[src/rtl/keyscan_pkg.sv]
package keyscan_pkg;
    typedef enum logic [1:0] {
        ST_IDLE = 2'd0,
        ST_REQ  = 2'd1,
        ST_SCAN = 2'd2
    } scan_state_e;

    // Two-scan agreement filter: take raw where it matches history, else hold.
    function automatic logic [63:0] agree_merge(input logic [63:0] held,
                                                input logic [63:0] hist,
                                                input logic [63:0] raw);
        logic [63:0] diff;
        diff = raw ^ hist;
        return (held & diff) | (raw & ~diff);
    endfunction
endpackage

[src/rtl/keyscan_seq.sv]
module keyscan_seq
    import keyscan_pkg::*;
#(
    parameter int NUM_SRC     = 8,
    parameter int STEP_CYCLES = 4,
    localparam int SW = (NUM_SRC > 1) ? $clog2(NUM_SRC) : 1,
    localparam int CW = (STEP_CYCLES > 1) ? $clog2(STEP_CYCLES) : 1
) (
    input  logic          clk,
    input  logic          rst_n,
    input  logic          frame_start,
    input  logic          slot_grant,
    output logic          slot_req,
    output logic          scanning,
    output logic [SW-1:0] src_idx,
    output logic          step_last,
    output logic          scan_last
);
    typedef struct packed {
        scan_state_e   st;
        logic [SW-1:0] src;
        logic [CW-1:0] cnt;
    } seq_t;

    seq_t seq_d, seq_q;

    always_comb begin
        scanning  = (seq_q.st == ST_SCAN);
        slot_req  = (seq_q.st != ST_IDLE);
        src_idx   = seq_q.src;
        step_last = scanning && (seq_q.cnt == CW'(STEP_CYCLES - 1));
        scan_last = step_last && (seq_q.src == SW'(NUM_SRC - 1));
    end

    always_comb begin
        seq_d = seq_q;
        unique case (seq_q.st)
            ST_IDLE: begin
                if (frame_start) seq_d.st = ST_REQ;
            end
            ST_REQ: begin
                if (slot_grant) begin
                    seq_d.st  = ST_SCAN;
                    seq_d.src = '0;
                    seq_d.cnt = '0;
                end
            end
            ST_SCAN: begin
                if (step_last) begin
                    seq_d.cnt = '0;
                    if (scan_last) begin
                        seq_d.st  = ST_IDLE;
                        seq_d.src = '0;
                    end else begin
                        seq_d.src = seq_q.src + 1'b1;
                    end
                end else begin
                    seq_d.cnt = seq_q.cnt + 1'b1;
                end
            end
            default: seq_d.st = ST_IDLE;
        endcase
    end

    always_ff @(posedge clk or negedge rst_n) begin
        if (!rst_n) begin
            seq_q <= '{st: ST_IDLE, src: '0, cnt: '0};
        end else begin
            seq_q <= seq_d;
        end
    end

    // the request is held for the whole scan
    p_hold_req_r2: assert property (@(posedge clk) disable iff (!rst_n)
        scanning |-> slot_req);

    // a request only starts from a frame pulse
    p_req_start_r2: assert property (@(posedge clk) disable iff (!rst_n)
        $rose(slot_req) |-> $past(frame_start));

    // a source is held for its full step
    p_step_hold_r3: assert property (@(posedge clk) disable iff (!rst_n)
        (scanning && !step_last) |=> (scanning && $stable(src_idx)));

    // a frame pulse mid-scan cannot restart the scan
    p_no_restart_r10: assert property (@(posedge clk) disable iff (!rst_n)
        (scanning && !scan_last && frame_start) |=> scanning);
endmodule

[src/rtl/keyscan_drive.sv]
module keyscan_drive #(
    parameter int NUM_SRC = 8,
    localparam int SW = (NUM_SRC > 1) ? $clog2(NUM_SRC) : 1
) (
    input  logic               clk,
    input  logic               rst_n,
    input  logic               scanning,
    input  logic [SW-1:0]      src_idx,
    input  logic [NUM_SRC-1:0] seg_sel_i,
    output logic [NUM_SRC-1:0] seg_sel_o
);
    for (genvar g = 0; g < NUM_SRC; g++) begin : g_pin
        logic src_hit;
        assign src_hit      = (src_idx == SW'(g));
        assign seg_sel_o[g] = scanning ? src_hit : seg_sel_i[g];
    end

    // exactly one source driven during a scan step
    p_onehot_src_r3: assert property (@(posedge clk) disable iff (!rst_n)
        scanning |-> ($countones(seg_sel_o) == 1));
endmodule

[src/rtl/keyscan_capture.sv]
module keyscan_capture
    import keyscan_pkg::*;
#(
    parameter int NUM_SRC = 8,
    parameter int NUM_RET = 4,
    localparam int SW    = (NUM_SRC > 1) ? $clog2(NUM_SRC) : 1,
    localparam int IMG_W = NUM_SRC * NUM_RET
) (
    input  logic               clk,
    input  logic               rst_n,
    input  logic               scanning,
    input  logic [SW-1:0]      src_idx,
    input  logic               step_last,
    input  logic               scan_last,
    input  logic               oe,
    input  logic [NUM_RET-1:0] key_ret,
    output logic [IMG_W-1:0]   key_image,
    output logic               key_req
);
    typedef struct packed {
        logic [IMG_W-1:0] raw;
        logic [IMG_W-1:0] hist;
        logic [IMG_W-1:0] img;
        logic             oe_ok;
        logic             req;
    } cap_t;

    cap_t cap_d, cap_q;
    logic [IMG_W-1:0] raw_full;
    logic             commit;

    always_comb begin
        raw_full = cap_q.raw;
        for (int s = 0; s < NUM_SRC; s++) begin
            if (src_idx == SW'(s)) raw_full[s*NUM_RET +: NUM_RET] = key_ret;
        end
        commit = scan_last && cap_q.oe_ok && oe;

        cap_d       = cap_q;
        cap_d.oe_ok = scanning ? (cap_q.oe_ok && oe) : 1'b1;
        if (step_last) cap_d.raw = raw_full;
        if (commit) begin
            cap_d.hist = raw_full;
            cap_d.img  = IMG_W'(agree_merge(64'(cap_q.img), 64'(cap_q.hist),
                                            64'(raw_full)));
        end
        cap_d.req = |cap_d.img;
    end

    always_ff @(posedge clk or negedge rst_n) begin
        if (!rst_n) begin
            cap_q <= '{raw: '0, hist: '0, img: '0, oe_ok: 1'b1, req: 1'b0};
        end else begin
            cap_q <= cap_d;
        end
    end

    assign key_image = cap_q.img;
    assign key_req   = cap_q.req;

    // image moves only after a committing final sample
    p_atomic_img_r6: assert property (@(posedge clk) disable iff (!rst_n)
        !commit |=> $stable(key_image));

    // enable low at the final sample voids the scan
    p_void_last_r9: assert property (@(posedge clk) disable iff (!rst_n)
        (scan_last && !oe) |=> $stable(key_image));

    // request flag changes only with a commit
    p_req_follow_r8: assert property (@(posedge clk) disable iff (!rst_n)
        !commit |=> $stable(key_req));

    // flag agrees with image
    p_req_match_r8: assert property (@(posedge clk) disable iff (!rst_n)
        key_req == (key_image != '0));
endmodule

[src/rtl/keyscan_top.sv]
module keyscan_top #(
    parameter int NUM_SRC     = 8,
    parameter int NUM_RET     = 4,
    parameter int STEP_CYCLES = 4,
    localparam int SW    = (NUM_SRC > 1) ? $clog2(NUM_SRC) : 1,
    localparam int IMG_W = NUM_SRC * NUM_RET
) (
    input  logic               clk,
    input  logic               rst_n,
    input  logic               frame_start,
    input  logic               slot_grant,
    output logic               slot_req,
    input  logic               oe,
    input  logic [NUM_SRC-1:0] seg_sel_i,
    output logic [NUM_SRC-1:0] seg_sel_o,
    input  logic [NUM_RET-1:0] key_ret,
    output logic [IMG_W-1:0]   key_image,
    output logic               key_req
);
    logic          scanning;
    logic [SW-1:0] src_idx;
    logic          step_last;
    logic          scan_last;

    keyscan_seq #(.NUM_SRC(NUM_SRC), .STEP_CYCLES(STEP_CYCLES)) seq_i (
        .clk(clk), .rst_n(rst_n), .frame_start(frame_start),
        .slot_grant(slot_grant), .slot_req(slot_req), .scanning(scanning),
        .src_idx(src_idx), .step_last(step_last), .scan_last(scan_last)
    );

    keyscan_drive #(.NUM_SRC(NUM_SRC)) drive_i (
        .clk(clk), .rst_n(rst_n), .scanning(scanning), .src_idx(src_idx),
        .seg_sel_i(seg_sel_i), .seg_sel_o(seg_sel_o)
    );

    keyscan_capture #(.NUM_SRC(NUM_SRC), .NUM_RET(NUM_RET)) cap_i (
        .clk(clk), .rst_n(rst_n), .scanning(scanning), .src_idx(src_idx),
        .step_last(step_last), .scan_last(scan_last), .oe(oe),
        .key_ret(key_ret), .key_image(key_image), .key_req(key_req)
    );

    // display path untouched outside the scan
    p_pass_idle_r4: assert property (@(posedge clk) disable iff (!rst_n)
        !scanning |-> (seg_sel_o == seg_sel_i));
endmodule

[config.mk]
export PLATFORM = sky130hd
export DESIGN_NAME = keyscan_top
export DESIGN_NICKNAME = d
export VERILOG_FILES = /design/src/rtl/keyscan_pkg.sv /design/src/rtl/keyscan_seq.sv /design/src/rtl/keyscan_drive.sv /design/src/rtl/keyscan_capture.sv /design/src/rtl/keyscan_top.sv
export SDC_FILE = /design/constraint.sdc
export NUM_CORES = 1
export LEC_CHECK = 0
export BUFFER_PORTS_ARGS = -buffer_cell sky130_fd_sc_hd__buf_2
export CORE_ASPECT_RATIO = 1.5
export CORE_UTILIZATION = 40
export DETAILED_ROUTE_END_ITERATION = 7
export PLACE_DENSITY = 0.67
export SLEW_MARGIN = 20
export SYNTH_ARGS = -nofsm -noshare
export SYNTH_HDL_FRONTEND = slang
export SYNTH_HIERARCHICAL = 1
export SYNTH_SLANG_ARGS = --single-unit
[constraint.sdc]
create_clock -name clk -period 3.8 [get_ports clk]
set_input_delay 0.76 -clock clk [delete_from_list [all_inputs] [get_ports clk]]
set_output_delay 0.76 -clock clk [all_outputs]
set_load 0.03 [all_outputs]
==> flow_summary_export.csv <==
group,metric,value,unit
outcome,outcome,"completed",
clock_tree,cts_hold_buf,0,
grt,track_usage,0.1801,
placement,gp_congestion,0.7224,
logic_synthesis,avgSynthCellArea,10.14,um^2
finish,nNetsFinal,546,
timing,worstMarginPinSlew,0.9999,ns
finish,area_growth_syn_to_layout,11.05,%
critical_path,worst_path_max_delay_cell,"dfrtp_1",
clock_tree,clock_sinks,105,
critical_path,crit_chain,"nor2b_4 > and3_1 > and3_1 > buf_4 > a21boi_0 > o22a_1 > or4_1 > or4b_1 > or3_1",
finish,diodes,0,
floorplan,rows,50,
pwr,cellPowerDensity,531.8,nW/um^2
critical_path,crit_arrival,3.44,ns
detailed_routing,drc,0,
logic_synthesis,yosysSeqAreaShare,0.5114,
critical_path,cp-start-kind,"flop",
floorplan,io_pins,59,
timing,setup_viol_count_final,0,
detailed_routing,wl_met2,5631,um
floorplan,dieWidth,94.56,um
grt,antenna_found_initial,0,
floorplan,core_area,12510,um^2
grt,grt_pass1_wl,18170,um
pwr,internal_power,2.116,mW
floorplan,die_area,13320,um^2
clock_tree,ctsRootBufferMaster,"clkbuf_16",
critical_path,path_max_fanout,16,
critical_path,crit_family,"simple AND/OR/NAND/NOR gates",
timing,period_needed,3.204,ns
finish,final_cell_mix,"104 x dfrtp_1, 63 x nor2_1, 57 x buf_2",
min_path,hold_class,"in -> async",
clock_tree,clk_latency,0.36,ns
timing,fin_crit_sh,0.8430,
placement,hpwl,7763,um
logic_synthesis,ys_warn_count,6,
pwr,pwr-share-comb,0.217,
floorplan,start_util,0.4108,
detailed_routing,routed_wl,11120,um
pwr,leakage,3.205,nW
timing,max_freq,312.2,MHz
pwr,ir_drop,0.2280,mV
logic_synthesis,syn-cell-area,5140,um^2
finish,drive_gt1_frac,0.2034,
logic_synthesis,synth_top_cell_by_area,"dfrtp_1",
timing,hold_viol_final,0,
clock_tree,cts_inserted_buffers,9,
critical_path,crit_type,"reg -> reg",
grt,grt_pass1_vias,3552,
timing,holdWs,0.4827,ns
clock_tree,clockBufferDepth,2,
detailed_routing,vias_per_cell,5.284,
clock_tree,postCtsSetupBuffers,0,
floorplan,die_h,140.8,um
logic_synthesis,ys_top_cells_by_area,"dfrtp_1 51%, mux2i_1 6.0%, buf_4 5.1%",
placement,io_buffer_count,58,
pwr,p_sw_frac,0.3028,
critical_path,cp.required,4.03,ns
detailed_routing,m1WireLength,4783,um
critical_path,cp-end-kind,"flop",
detailed_routing,drtIter0Drc,167,
detailed_routing,wl_per_cell,16.19,um
detailed_routing,vias,3630,
grt,grt_start_max_net_pins,65,
detailed_routing,routed.top_layer,"met4",
logic_synthesis,synthesis.nets,527,
clock_tree,cts_tree,"done",
detailed_routing,met3_wirelength,398,um
finish,final_common_cell,"dfrtp_1",
run,cap_violations,0,
logic_synthesis,netlist-cell-type-count,46,
grt,grt_overflow,0,
timing,tns,0,ns
critical_path,path_common_cell,"and3_1",
timing,skew,0.01262,ns
pwr,seqPwrFrac,0.425,
pwr,power_frac_clock,0.358,
pwr,p_switching,0.9192,mW
timing,slew_viol_final,0,
timing,grt_setup_unrepaired,"no",
clock_tree,cts.htree.levels,3,
logic_synthesis,synth_cells,507,
clock_tree,cts_resized,0,
critical_path,cp_slowest_stage_delay,0.58,ns
detailed_routing,antenna_left,0,
clock_tree,clk_pin_slew,0.08,ns
logic_synthesis,synth_top_area_share,0.5063,
timing,slew_headroom,0.3325,
critical_path,crit_buf_inv,1,
logic_synthesis,synth-seq-cells,105,
detailed_routing,firstDrtPassIters,4,
logic make-up after synthesis:
kind of cell	count (synthesis)	share of synthesized area
AO/OA/AOI/OAI	151	0.1945
flip-flops	105	0.5114
multiplexers	34	0.06840
adder cells (fa/ha/maj)	3	0.007304
AND/OR/NAND/NOR	132	0.1254
buffers and inverters	82	0.09299
cell usage after synthesis (all sizes together):
library cell  count
dfrtp           104
nor2             63
buf              42
a21oi            41
nand2            39
o21ai            36
mux2i            34
a21boi           27
o22a             27
clkbuf           23
inv              17
o22ai             8
nor4              6
o21a              5
nand3b            4
ha                3
nand2b            3
nor3b             3
a21o              2
and3              2
nand3             2
nor2b             2
nor3              2
o32ai             2
a221oi            1
and2b             1
dfstp             1
nand4             1
o211ai            1
o31ai             1
or2               1
or3               1
or4               1
or4b              1
metal layers:
metal	track usage	up-vias
met1	0.2244	1767
met4	0.09011	0
met2	0.3024	77
li1	-	1767
met5	0	-
met3	0.02427	19
power by group through the flow:
stage | registers, mW | clock network, mW | logic (mW)
6_report | 1.29 | 1.09 | 0.658
5_1_grt | 1.30 | 1.15 | 0.732
3_5_place_dp | 1.31 | 0 | 0.663
4_1_cts | 1.29 | 1.10 | 0.667
3_3_place_gp | 1.30 | 0 | 0.649
2_1_floorplan | 1.28 | 0 | 0.545
per-stage QoR:
step,setup slack [ns],total power [mW],instance area [um^2],instances,util
6_report,0.5965,3.035,5708,687,0.4562
3_5_place_dp,0.6480,1.976,5356,671,0.4281
3_3_place_gp,0.6812,1.953,5356,671,0.4281
2_1_floorplan,0.6110,1.824,5140,507,-
5_1_grt,0.4506,3.181,5708,687,0.4562
4_1_cts,0.6074,3.059,5708,687,0.4562
worst register-to-register path: stages (launching register included):
cell and delay, ns:
dfrtp_1 0.58, nor2b_4 0.23, and3_1 0.20, and3_1 0.26
buf_4 0.25, a21boi_0 0.12, o22a_1 0.23, or4_1 0.39
or4b_1 0.47, or3_1 0.35
path summary, 6_finish.rpt:
kind,start,end,slack (ns),depth (start not counted)
setup / recovery,seq_i/seq_q[6]$_DFFE_PN0P_,cap_i/key_req$_DFF_PN0_,0.60,9
setup reg to reg,seq_i/seq_q[6]$_DFFE_PN0P_,cap_i/key_req$_DFF_PN0_,0.60,9
max in group asynchronous,rst_n,cap_i/cap_q[69]$_DFFE_PN0P_,2.56,2
min in group clk,cap_i/cap_q[59]$_DFFE_PN0N_,cap_i/cap_q[59]$_DFFE_PN0N_,0.49,1
hold reg to reg,cap_i/cap_q[59]$_DFFE_PN0N_,cap_i/cap_q[59]$_DFFE_PN0N_,0.49,1
hold / removal,rst_n,cap_i/cap_q[60]$_DFFE_PN0N_,0.48,1
cell type report:
cell class | instances | area [um^2]
clock buffer | 9 | 225.2
clock inverter | 7 | 126.4
fill | 1169 | 6804
inverter | 17 | 63.81
multi-input combinational | 320 | 2038
sequential | 105 | 2629
tap | 156 | 195.2
timing repair buffer | 73 | 430.4
state kept, by name, summed over array words and instances (netlist names):
register	flops
cap_i/cap_q	65
cap_i/key_image	32
cap_i/key_req	1
seq_i/seq_q	4
seq_i/src_idx	3
No activity file was read; power rests on OpenSTA's default activity.
